## src/rtl/stripmine_pkg.sv

```systemverilog
package stripmine_pkg;

  // Control to datapath strobes
  typedef struct packed {
    logic load;     // capture a new trip count
    logic advance;  // current strip accepted, step to next
  } seq_strobe_t;

  typedef enum logic {
    ST_IDLE = 1'b0,
    ST_RUN  = 1'b1
  } seq_state_t;

endpackage

```

## src/rtl/stripmine_ctrl.sv

```systemverilog
module stripmine_ctrl
  import stripmine_pkg::*;
(
  input  logic        clk,
  input  logic        rstN,
  input  logic        startPulse,
  input  logic        zeroTrip,
  input  logic        lastStrip,
  input  logic        stripReady,
  output seq_strobe_t strobe,
  output logic        stripValid,
  output logic        seqDone
);

  seq_state_t state;
  logic       doneReg;

  always_comb begin
    strobe.load    = (state == ST_IDLE) && startPulse && !zeroTrip;
    strobe.advance = (state == ST_RUN) && stripReady;
  end

  always_ff @(posedge clk) begin
    if (!rstN) begin
      state   <= ST_IDLE;
      doneReg <= 1'b0;
    end else begin
      doneReg <= 1'b0;
      case (state)
        ST_IDLE: begin
          if (startPulse) begin
            if (zeroTrip) doneReg <= 1'b1;
            else          state   <= ST_RUN;
          end
        end
        ST_RUN: begin
          if (stripReady && lastStrip) begin
            state   <= ST_IDLE;
            doneReg <= 1'b1;
          end
        end
        default: state <= ST_IDLE;
      endcase
    end
  end

  assign stripValid = (state == ST_RUN);
  assign seqDone    = doneReg;

endmodule

```

## src/rtl/stripmine_dp.sv

```systemverilog
module stripmine_dp
  import stripmine_pkg::*;
#(
  parameter int LEN_LOG2 = 6,
  parameter int CNT_W    = 16
) (
  input  logic                clk,
  input  logic                rstN,
  input  seq_strobe_t         strobe,
  input  logic [CNT_W-1:0]    tripCount,
  output logic                zeroTrip,
  output logic                lastStrip,
  output logic [CNT_W-1:0]    stripBase,
  output logic [LEN_LOG2:0]   stripLen
);

  localparam int LEN_W = LEN_LOG2 + 1;
  localparam logic [LEN_W-1:0] FULL_LEN = LEN_W'(1) << LEN_LOG2;

  logic [CNT_W-1:0] remReg;
  logic [CNT_W-1:0] baseReg;
  logic [LEN_W-1:0] lenReg;
  logic [LEN_LOG2-1:0] headBits;

  assign headBits  = tripCount[LEN_LOG2-1:0];
  assign zeroTrip  = (tripCount == '0);
  assign lastStrip = (remReg == CNT_W'(lenReg));

  always_ff @(posedge clk) begin
    if (!rstN) begin
      remReg  <= '0;
      baseReg <= '0;
      lenReg  <= '0;
    end else if (strobe.load) begin
      remReg  <= tripCount;
      baseReg <= '0;
      // odd-sized remainder first; a full strip when there is none
      lenReg  <= (headBits == '0) ? FULL_LEN : {1'b0, headBits};
    end else if (strobe.advance) begin
      remReg  <= remReg - CNT_W'(lenReg);
      baseReg <= baseReg + CNT_W'(lenReg);
      lenReg  <= FULL_LEN;
    end
  end

  assign stripBase = baseReg;
  assign stripLen  = lenReg;

endmodule

```

## src/rtl/stripmine_seq.sv

```systemverilog
module stripmine_seq
  import stripmine_pkg::*;
#(
  parameter int LEN_LOG2 = 6,
  parameter int CNT_W    = 16
) (
  input  logic                clk,
  input  logic                rstN,
  input  logic                startPulse,
  input  logic [CNT_W-1:0]    tripCount,
  output logic                stripValid,
  input  logic                stripReady,
  output logic [CNT_W-1:0]    stripBase,
  output logic [LEN_LOG2:0]   stripLen,
  output logic                seqDone
);

  seq_strobe_t strobe;
  logic        zeroTrip;
  logic        lastStrip;

  stripmine_ctrl ctrl_i (
    .clk        (clk),
    .rstN       (rstN),
    .startPulse (startPulse),
    .zeroTrip   (zeroTrip),
    .lastStrip  (lastStrip),
    .stripReady (stripReady),
    .strobe     (strobe),
    .stripValid (stripValid),
    .seqDone    (seqDone)
  );

  stripmine_dp #(.LEN_LOG2(LEN_LOG2), .CNT_W(CNT_W)) dp_i (
    .clk       (clk),
    .rstN      (rstN),
    .strobe    (strobe),
    .tripCount (tripCount),
    .zeroTrip  (zeroTrip),
    .lastStrip (lastStrip),
    .stripBase (stripBase),
    .stripLen  (stripLen)
  );

endmodule

```

## config.mk

```make
export PLATFORM = sky130hd
export DESIGN_NAME = stripmine_seq
export DESIGN_NICKNAME = d
export VERILOG_FILES = /design/src/rtl/stripmine_pkg.sv /design/src/rtl/stripmine_ctrl.sv /design/src/rtl/stripmine_dp.sv /design/src/rtl/stripmine_seq.sv
export SDC_FILE = /design/constraint.sdc
export NUM_CORES = 1
export LEC_CHECK = 0
export CORE_MARGIN = 4
export CORE_UTILIZATION = 28
export CTS_BUF_LIST = sky130_fd_sc_hd__clkbuf_8
export CTS_CLUSTER_SIZE = 8
export DETAILED_ROUTE_END_ITERATION = 12
export HOLD_SLACK_MARGIN = 0.03
export PLACE_DENSITY = 0.45
export SLEW_MARGIN = 0
export SYNTH_ARGS = -nofsm -noshare
export SYNTH_HDL_FRONTEND = slang
export SYNTH_SLANG_ARGS = --single-unit
```

## constraint.sdc

```tcl
create_clock -name clk -period 4.84 [get_ports clk]
set_input_delay 1.452 -clock clk [delete_from_list [all_inputs] [get_ports clk]]
set_output_delay 1.452 -clock clk [all_outputs]
set_load 0.005 [all_outputs]
```

### Yosys cells after proc, flatten, opt, wreduce, memory -nomap -nowiden

Cells that the tools add are included.

* logic and storage cells: 32
* register bits after elaboration: 41
* output and inout bits: 25
* input port bits: 20

* add/subtract/negate cells: 2
* mux-type cells: 13
* bitwise logic cells: 2
* reduce and logical (&&, ||, !) cells: 9
* equal/unequal tests: 1

Operators by type and width (number)
* $mux 16: 2
* $mux 7: 3
* $add 16x7->16: 1
* $eq 16x7->1: 1
* $logic_not 16->1: 1
* $sub 16x7->16: 1
* $logic_not 6->1: 1
* $mux 1: 6
* $logic_and 1x1->1: 4
* $pmux 1 s2: 2
* $not 1->1: 2
* $reduce_bool 2->1: 1
* $reduce_or 2->1: 1
* $logic_not 1->1: 1

### Logic depth before layout (Yosys ltp)

Gate-level depths: netlist of the first run.

* depth in word-level cells: 4
* depth in mapped cells: 8
* gate-level depth less buffers: 8

### By module

A second synthesis of the first run with hierarchy kept.

* cells, all modules: 308
* area total of the unflattened synthesis: 2489.9 µm²

Modules (own cells, without submodules)
* stripmine_dp: sequential area each 780.7 µm², area an instance 2394.8 µm², times used 1, cells an instance 297
* stripmine_ctrl: sequential area each 40.0 µm², area an instance 95.1 µm², times used 1, cells an instance 11

### Worst setup path before layout of the first run

No wires, ideal clock.

* path kind: input port to flip-flop
* start: in tripCount[1]
* end: reg dp_i.baseReg[9], in the netlist dp_i.stripBase[9]
* setup slack: 1.388 ns
* stages: 6
* setup time: 0.059 ns
* buffers on the path: 1
* data arrival time: 3.393 ns
* data required time: 4.781 ns
* path through: or4_1 -> or4_1 -> clkbuf_2 -> a21o_1 -> or4_1 -> nand2_1

* cells in the longest elaborated chain, start to end: 4

RTL lines
* start, declared: line stripmine_seq.sv:10 `input logic [CNT_W-1:0] tripCount,`
* $logic_not 16->1: line stripmine_dp.sv:26 `assign zeroTrip = (tripCount == '0);`
* $logic_not 1->1: line stripmine_ctrl.sv:19 `strobe.load = (state == ST_IDLE) && startPulse && !zeroTrip;`
* $logic_and 1x1->1: line stripmine_ctrl.sv:19
* $reduce_or 2->1 (no line)
* end signal, assigned: line stripmine_dp.sv:41 `baseReg <= baseReg + CNT_W'(lenReg);`
* end, declared: line stripmine_dp.sv:21 `logic [CNT_W-1:0] baseReg;`

No other way between the ends.
A chain may end at the register's enable or synchronous reset.

### Worst setup path in the final report of the first run

* start: in tripCount[1]
* end: reg dp_i.lenReg[0], in the netlist dp_i.stripLen[0]

* cells in the longest elaborated chain, start to end: 4
* elaborated cells on any way between the ends: 7
* those cells by class: mux (2); reduce/logical (5)

RTL lines
* $logic_not 16->1: line stripmine_dp.sv:26
* $logic_not 1->1: line stripmine_ctrl.sv:19
* $logic_and 1x1->1: line stripmine_ctrl.sv:19
* $mux 7 or $reduce_bool 2->1 (tied branches)
* end signal, assigned: line stripmine_dp.sv:38 `lenReg <= (headBits == '0) ? FULL_LEN : {1'b0, headBits};`
* end, declared: line stripmine_dp.sv:22 `logic [LEN_W-1:0] lenReg;`

Several ways; a longest one is shown, not always the timed one.

==> run summary, run 1 <==
Sw Ratio: 0.322
Hold Path Class: flip-flop to flip-flop
Switching pwr: 0.282 mW
Wirelength per Cell: 15.9 µm
Mapped Avg Cell Area: 8.29 µm²
Worst reg2reg path depth: 7
Root buf cell: clkbuf_8
CP Max Fanout: 10
Setup_tns: 0 ns
PnR worst setup slack: 0.944 ns
Synth top area cells: dfxtp_1 33%, ha_1 7.1%, nor2_1 4.6%
Core Rows: 33
Synth unique cells: 55
Comb pwr share: 0.277
Sequential share of the synthesized area: 0.334
Initial DRT Pass Iterations: 4
Initial DRC Count: 132
Number of antenna violations at the first check in global routing: 0
Slew Viols, Final: 0
Clock share of power: 0.289
Die Ht: 102 µm
# hold bufs at CTS: 0
Worst-Margin Slew: 0.714 ns
Final setup violation count: 0
Pwr Density: 280 nW/µm²
Post-Place Cell Area: 3020 µm²
Worst EP required: 5.06 ns
Area growth syn-to-layout: 26.7%
Setup bufs post-CTS: 0
Slowest stage cell, crit path: or4_1
Crit-path max cell delay: 0.68 ns
Reg-to-reg startpoint: dp_i.stripLen[1]
Internal Power: 0.593 mW
# resized after CTS: 0
Dpl hpwl: 5370 µm
Final Net Count: 376
Headroom to the max-slew limit: 0.523
CTS buffer count: 5
Clock Skews: 0.00694 ns
Synth area leader: dfxtp_1
Initial Util: 0.294
Setup CP Type: input pin to flip-flop
Fmax: 0.257 GHz
Final worst path period share: 0.805
Final Power: 0.875 mW
Cell Count Post-Placement: 438
Via density: 5.36
Ports: 45
Post-synth EDFFs: 0
Bufs and invs on worst path: 2
Synth top area share: 0.334
CTS tree: built
CP Launch Type: input pin
Share of layout cells above drive strength 1: 0.0440
Largest net degree at the start of global routing: 23
Final Hold Fails: 0
CP Launch Point: tripCount[1]
Static Leakage: 1.16 nW
Antenna viol nets, final: 0
Syn_nets: 333
Worst setup EP type: flip-flop
DR vias: 2,389
VDD IR max: 0.0000999 V
Setup repair after global routing missed its margin: no
Max-Cap Viols: 0
Status: finished clean
GPL Wtd Cong: 0.801
YS warnings: 0
Crit-path cells: clkdlybuf4s50_1 -> or4_1 -> or4_1 -> a21oi_2 -> buf_4 -> nand2_1 -> a21oi_1
Sequential share of power: 0.434
GRT Resource Usage Total: 0.140
Worst-path clk slew: 0.08 ns
Final global-route overflow total: 0
Core Util, Final: 0.372
Finished layout cell area: 3120 µm²
Hold_sp: dp_i.remReg[2]
Most used DFF post-synth: dfxtp_1
Hold_ws: 0.466 ns
First-pass GRT wire length: 11,300 µm
Ys async rst share: 0
Cell with the most instances after synthesis: dfxtp_1
Post-route DRC: 0
Worst hold stages: 2
Largest delay contributor family on the critical path: simple AND/OR/NAND/NOR gates
IO Port Bufs: 44
Mapped Area: 2460 µm²
Clock sink count: 41
Worst-Skew Late Latency: 0.30 ns
Critical Path Most Common Cell: or4_1
Critical path arrival: 4.11 ns
Fin crit period: 3.90 ns
Clock Path Buffers: 2
Final Non-Filler Cells: 446
Diodes inserted: 0
Die X: 102 µm
Most frequent cells after synthesis: 41 x dfxtp_1, 30 x nor2_1, 22 x a21oi_1, 22 x nand2_1, 14 x ha_1
Area of the core: 8380 µm²
CTS HTree Levels: 2
Place WS: 0.657 ns
Synth Instances: 297
Total stage count of the critical path: 7
Die area: 10,400 µm²
Final Routed Wirelength: 7070 µm
Vias in the first global route: 2,270
Synth Register Bits: 41
==> registers in the layout (all words and copies together), names as in the netlist <==
signal,flops
ctrl_i.seqDone,1
dp_i.stripLen,7
dp_i.remReg,16
dp_i.stripBase,16
ctrl_i.stripValid,1
==> cells by family after synthesis <==
kind of cell | share of synthesized area
AOI/OAI and AO/OA | 0.272
xor gates and xnor gates | 0.0356
adders and majority gates | 0.0874
buffers and inverters | 0.0412
DFF | 0.334
muxes | 0.00407
and+or+nand+nor | 0.226
==> final timing paths <==
path / endpoint / slack, ns
max: dp_i.stripLen[0] / 0.94
min: dp_i.remReg[2] / 0.47
max reg2reg: dp_i.remReg[13] / 2.34
min reg2reg: dp_i.remReg[2] / 0.47
==> cells in the final DEF (no fill, tap or decap), types with 4 or more instances in the layout <==
master,n
a211oi_1,8
a21o_1,5
a21oi_1,22
a22oi_1,5
a31oi_1,8
buf_4,5
clkbuf_8,7
clkdlybuf4s50_1,44
dfxtp_1,41
ha_1,14
inv_1,13
nand2_1,22
nand2b_1,5
nand3_1,9
nor2_1,30
nor2b_1,4
nor3b_1,4
o21ai_0,13
or3_1,7
or4_1,8
xnor2_1,6
xor2_1,4
==> final cells by class <==
type	instances	area, µm²
Fill cell	882	5260
Timing Repair Buffer	49	478
Inverter	13	48.8
Multi-Input combinational cell	230	1540
Tap cell	105	131
Clock inverter	1	5.00
Clock buffer	7	96.3
Sequential cell	41	821
==> worst reg2reg max path, stage by stage, from the launching register on <==
cell	delay, ns
dfxtp_1	0.51
inv_1	0.09
ha_1	0.33
nor2b_1	0.15
o31a_1	0.32
o32a_1	0.43
or4_1	0.43
a31oi_1	0.18
==> power by group through the flow <==
stage	clock [mW]	sequential, mW	combinational, mW
after global routing	0.274	0.382	0.270
after CTS	0.265	0.379	0.241
final	0.253	0.380	0.242
after global placement	0	0.388	0.241
after floorplan	0	0.382	0.163
after detailed placement	0	0.387	0.240
==> metal layers <==
layer	share of wire	track usage	vias up	routed length [µm]
met1	0.47	0.186	1119	3300
met4	0.0069	0.0378	0	49
met3	0.058	0.0303	4	412
met2	0.47	0.230	59	3320
li1	-	-	1207	-
met5	0	0	-	0
Note: power is estimated with default switching activity, not from simulation.
==> inputs of run 2 (changes only) <==
clock period = 3.8 ns   (was 4.84 ns; I/O delays follow)
==> run 2 against run 1 <==
- count of clock-buffer cells in the layout shrank 2
- cell area grew 3.0%
- sequential share of layout area fell by 0.77 points
- final cell count grew 1.3%
- critical path depth down 1
- first-iteration DRC count decreased by 23%
- sequential power is 27% higher
- routed wire length grew 1.6%
- clock power is 72% higher
- setup slack got worse by 0.51 ns
- combinational power up 30%
- largest cell class unchanged
==> run summary, run 2 (synthesized netlist as in run 1, its figures left out) <==
Die Ht: 102 µm (unchanged)
Final worst path period share: 0.886
First-pass GRT wire length: 11,300 µm (about the same)
Vias in the first global route: 2,295 (+1.1%)
CTS HTree Levels: 2 (unchanged)
Setup bufs post-CTS: 0 (unchanged)
# resized after CTS: 0 (unchanged)
Initial DRC Count: 102 (-23%)
Crit-path cells: clkdlybuf4s50_1 -> or4_1 -> or4_1 -> and2_1 -> a221oi_1 -> nor2_1
Crit-path max cell delay: 0.61 ns (-0.07 ns)
Largest net degree at the start of global routing: 16 (-30%)
Via density: 5.24 (-2.2%)
CTS tree: built
# hold bufs at CTS: 0 (unchanged)
IO Port Bufs: 44 (unchanged)
CP Max Fanout: 11 (+1)
Fillers: 905 (+2.6%)
Setup repair after global routing missed its margin: no
Post-route DRC: 0 (unchanged)
Commonest non-fill, non-tap cell in the layout: clkdlybuf4s50_1
Slew Viols, Final: 0 (unchanged)
CTS buffer count: 5 (unchanged)
Headroom to the max-slew limit: 0.582 (+0.0591)
Critical path arrival: 3.54 ns (-0.57 ns)
Slowest stage cell, crit path: or4_1
Clock Path Buffers: 2 (unchanged)
Cell Count Post-Placement: 444 (+1.4%)
Area growth syn-to-layout: 30.6%
Setup CP Type: input pin to flip-flop
CP Launch Type: input pin
Die X: 102 µm (unchanged)
Clock sink count: 41 (unchanged)
Critical Path Most Common Cell: or4_1
Fin crit period: 3.37 ns
Final Non-Filler Cells: 452 (+1.3%)
Worst-Skew Late Latency: 0.29 ns (about the same)
Die area: 10,400 µm² (unchanged)
Clock Skews: 0.00448 ns (-0.00246 ns)
Final Net Count: 382 (+1.6%)
Final global-route overflow total: 0 (unchanged)
Pwr Density: 384 nW/µm² (+37%)
Final Hold Fails: 0 (unchanged)
Worst-path clk slew: 0.09 ns (about the same)
Wirelength per Cell: 15.9 µm (+0.26%)
Most frequent cells in the layout: 44 x clkdlybuf4s50_1, 41 x dfxtp_1, 30 x nor2_1, 22 x nand2_1, 22 x a21oi_1
Register Area: 821 µm² (unchanged)
Initial DRT Pass Iterations: 4 (unchanged)
Max-Cap Viols: 0 (unchanged)
Setup_tns: 0 ns (unchanged)
Share of layout cells above drive strength 1: 0.0605 (+0.0165)
GRT Resource Usage Total: 0.140 (-0.000444)
Worst EP required: 3.98 ns (-1.08 ns)
Hold Path Class: flip-flop to flip-flop
Hold_ws: 0.474 ns (+0.00808 ns)
GPL Wtd Cong: 0.825 (+3.0%)
Final setup violation count: 0 (unchanged)
Static Leakage: 1.21 nW (+4.2%)
Initial Util: 0.294 (unchanged)
Area occupied by multi-input gates: 1540 µm² (unchanged)
Area of the core: 8380 µm² (unchanged)
Final Power: 1.23 mW (+41%)
Ports: 45 (unchanged)
Worst setup EP type: flip-flop
Diodes inserted: 0 (unchanged)
Status: finished clean
VDD IR max: 0.000127 V (+27%)
Antenna viol nets, final: 0 (unchanged)
Number of antenna violations at the first check in global routing: 0 (unchanged)
Dpl hpwl: 5530 µm (+3.0%)
Core Util, Final: 0.383 (+0.0112)
Core Rows: 33 (unchanged)
Root buf cell: clkbuf_8
Final Routed Wirelength: 7190 µm (+1.6%)
Fmax: 0.297 GHz
Worst-Margin Slew: 0.620 ns (-0.0944 ns)
DR vias: 2,367 (-0.92%)
==> run 2: critical path: cells and delay by family <==
| kind | cells | cell delay, ns |
|---|---|---|
| compound gates | 1 | 0.35 |
| buf+inv | 1 | 0.43 |
| simple gates | 4 | 1.61 |
==> run 2: per-stage QoR <==
| step | setup WS [ns] | cell area (µm²) |
|---|---|---|
| 2_1_floorplan | 0.660 | 2460 |
| 3_5_place_dp | 0.116 | 3080 |
| 5_1_grt | 0.340 | 3210 |
| 4_1_cts | 0.431 | 3210 |
| 6_report | 0.434 | 3210 |
| 3_3_place_gp | 0.147 | 3080 |
==> run 2: layout make-up <==
cell class	instances	share of cell area
clock buffer	5	0.0214
tap	105	0.0409
timing repair buffer	55	0.167
clock inverter	3	0.0214
inverter	13	0.0152
multi-input combinational	230	0.479
sequential	41	0.255
==> run 2: final timing paths <==
kind | endpoint | slack (ns) | cells past startpoint | start
worst max register to register | dp_i.remReg[13] | 1.34 | 7 | dp_i.stripLen[1]
worst min-delay path | dp_i.remReg[2] | 0.47 | 2 | dp_i.remReg[2]
worst max-delay path | dp_i.remReg[3] | 0.43 | 6 | tripCount[1]
worst min register to register | dp_i.remReg[2] | 0.47 | 2 | dp_i.remReg[2]
==> run 2: metal layers <==
layer  wire length [µm]  track usage  vias to the layer above  part of all wire
li1                   -            -                     1213                 -
met4                 46       0.0327                        0            0.0064
met1               3330        0.189                     1079              0.46
met5                  0            0                        -                 0
met2               3370        0.231                       69              0.47
met3                440       0.0248                        6             0.061
==> run 2: report_power, final <==
| part | leakage (nW) | switching (mW) | internal (mW) |
|---|---|---|---|
| clock | 0.0687 | 0.171 | 0.265 |
| combinational | 0.801 | 0.175 | 0.139 |
| sequential | 0.335 | 0.0260 | 0.458 |
| total | 1.20 | 0.372 | 0.862 |
==> inputs of run 3 (changes only) <==
GPL_TIMING_DRIVEN = 0   (was default)
==> run 3 against run 2 <==
- global-route usage up 1.3 points
- clock power increased by 2%
- final cell count grew 0.44%
- non-clock buffer count rose by 2
- routed wire length rose by 7.2%
- worst hold slack worse by 0.0099 ns
- via count increased by 2.7%
- utilization down 0.42 points
- register-to-register slack worse by 0.04 ns
- first-iteration DRC count rose by 21%
- largest cell class unchanged
==> run summary, run 3 (synthesized netlist as in run 1, its figures left out) <==
Die X: 102 µm (unchanged)
Hold_ws: 0.464 ns (-0.00989 ns)
Met2 Resource Use GR: 0.252 (+0.0206)
Initial DRC Count: 123 (+21%)
Vias in the first global route: 2,360 (+2.8%)
Headroom to the max-slew limit: 0.587 (+0.00441)
Via density: 5.35 (+2.3%)
Max-Cap Viols: 0 (unchanged)
Fin crit period: 3.66 ns (+0.294 ns)
Final Net Count: 384 (+0.52%)
Worst setup EP type: flip-flop
Worst hold stages: 2 (unchanged)
Share of layout cells above drive strength 1: 0.0372 (-0.0233)
Setup CP Type: input pin to flip-flop
CTS HTree Levels: 2 (unchanged)
Most Crowded Layer GR: met2
Core Rows: 33 (unchanged)
Worst-Margin Slew: 0.613 ns (-0.00655 ns)
DR vias: 2,431 (+2.7%)
CTS tree: built
Most frequent cells in the layout: 44 x clkdlybuf4s50_1, 41 x dfxtp_1, 30 x nor2_1, 22 x nand2_1, 22 x a21oi_1
Post-Place Cell Area: 3030 µm² (-1.4%)
Number of antenna violations at the first check in global routing: 0 (unchanged)
Worst reg2reg path depth: 7 (unchanged)
Status: finished clean
GPL Wtd Cong: 0.889 (+7.8%)
Critical path arrival: 3.85 ns (+0.31 ns)
Clock Path Buffers: 2 (unchanged)
Fillers: 872 (-3.6%)
Worst-Skew Late Latency: 0.31 ns (+0.02 ns)
Wirelength per Cell: 17.0 µm (+6.8%)
First-pass GRT wire length: 12,300 µm (+8.5%)
Initial Util: 0.294 (unchanged)
Finished layout cell area: 3180 µm² (-1.1%)
Area of the core: 8380 µm² (unchanged)
Final Routed Wirelength: 7710 µm (+7.2%)
Root buf cell: clkbuf_8
Static Leakage: 1.17 nW (-2.7%)
Met3 GRT Util: 0.0269 (+0.00207)
Slew Viols, Final: 0 (unchanged)
Final worst path period share: 0.963 (+0.0774)
Die Ht: 102 µm (unchanged)
CP Launch Type: input pin
Clock sink count: 41 (unchanged)
Worst-path clk slew: 0.10 ns (about the same)
Final global-route overflow total: 0 (unchanged)
Dpl hpwl: 5810 µm (+5.0%)
Final Hold Fails: 0 (unchanged)
CP Max Fanout: 10 (-1)
Initial DRT Pass Iterations: 4 (unchanged)
Pwr Density: 390 nW/µm² (+1.7%)
Diodes inserted: 0 (unchanged)
Post-route DRC: 0 (unchanged)
# hold bufs at CTS: 0 (unchanged)
Worst EP required: 3.99 ns (about the same)
Setup repair after global routing missed its margin: no
Commonest non-fill, non-tap cell in the layout: clkdlybuf4s50_1
Final setup violation count: 0 (unchanged)
Ports: 45 (unchanged)
Die area: 10,400 µm² (unchanged)
Met1 usage: 0.207 (+0.0178)
Hold Path Class: flip-flop to flip-flop
IO Port Bufs: 44 (unchanged)
Antenna viol nets, final: 0 (unchanged)
Area growth syn-to-layout: 29.1%
Fmax: 0.273 GHz (-8.0%)
GRT Resource Usage Total: 0.152 (+0.0127)
VDD IR max: 0.000170 V (+34%)
Setup bufs post-CTS: 0 (unchanged)
CTS buffer count: 5 (unchanged)
Largest net degree at the start of global routing: 15 (-1)
# resized after CTS: 0 (unchanged)
Clock Skews: 0.0126 ns (+0.00811 ns)
-- run 3: changes by cell type in the layout (fill, tap and decap cells not counted) --
cell      before  now
buf_4         10    0
clkbuf_1       0   10
buf_2          0    2
a21oi_2        1    0
a21oi_4        0    1
buf_12         1    0
clkbuf_2       0    1
-- run 3: where the power goes --
part | internal, mW | switching [mW] | leakage [nW]
clock | 0.265 | 0.179 | 0.0687
combinational | 0.132 | 0.181 | 0.769
sequential | 0.458 | 0.0262 | 0.335
total | 0.854 | 0.386 | 1.17
-- run 3: critical path: stages --
cell             delay (ns)
clkdlybuf4s50_1        0.47
or4_1                  0.62
or4_1                  0.52
clkbuf_2               0.18
and2_1                 0.20
clkbuf_1               0.28
a221oi_1               0.37
nor2_1                 0.06
-- run 3: layout make-up --
class                           count  area, µm²  area share
Clock inverter                      3       68.8      0.0217
Clock buffer                        5       68.8      0.0217
Sequential cell                    41        821       0.258
Timing Repair Buffer               44        440       0.139
Buffer                             13       52.6      0.0165
Inverter                           13       48.8      0.0154
Tap cell                          105        131      0.0413
Multi-Input combinational cell    230       1550       0.487
-- run 3: metal layers --
metal | up-vias | routed length [µm] | part of all wire
met5 | - | 0 | 0
li1 | 1216 | - | -
met2 | 56 | 3590 | 0.47
met3 | 9 | 315 | 0.041
met1 | 1150 | 3710 | 0.48
met4 | 0 | 94 | 0.012
-- run 3: worst paths after layout --
| check | end | slack, ns | start |
|---|---|---|---|
| worst min-delay path | dp_i.remReg[2] | 0.46 | dp_i.remReg[2] |
| worst min register to register | dp_i.remReg[2] | 0.46 | dp_i.remReg[2] |
| worst max-delay path | dp_i.remReg[3] | 0.14 | tripCount[1] |
| worst max register to register | dp_i.remReg[13] | 1.30 | dp_i.stripLen[1] |
-- run 3: through the flow --
stage / cells / setup slack (ns) / util / power [mW] / setup TNS (ns)
finish: 454 / 0.140 / 0.379 / 1.24 / 0
global route: 454 / 0.0290 / 0.379 / 1.31 / 0
CTS: 454 / 0.0773 / 0.378 / 1.25 / 0
detailed placement: 446 / -0.261 / 0.362 / 0.802 / -2.62
global placement: 446 / -0.247 / 0.362 / 0.803 / -2.88
floorplan: 297 / 0.660 / - / 0.694 / 0
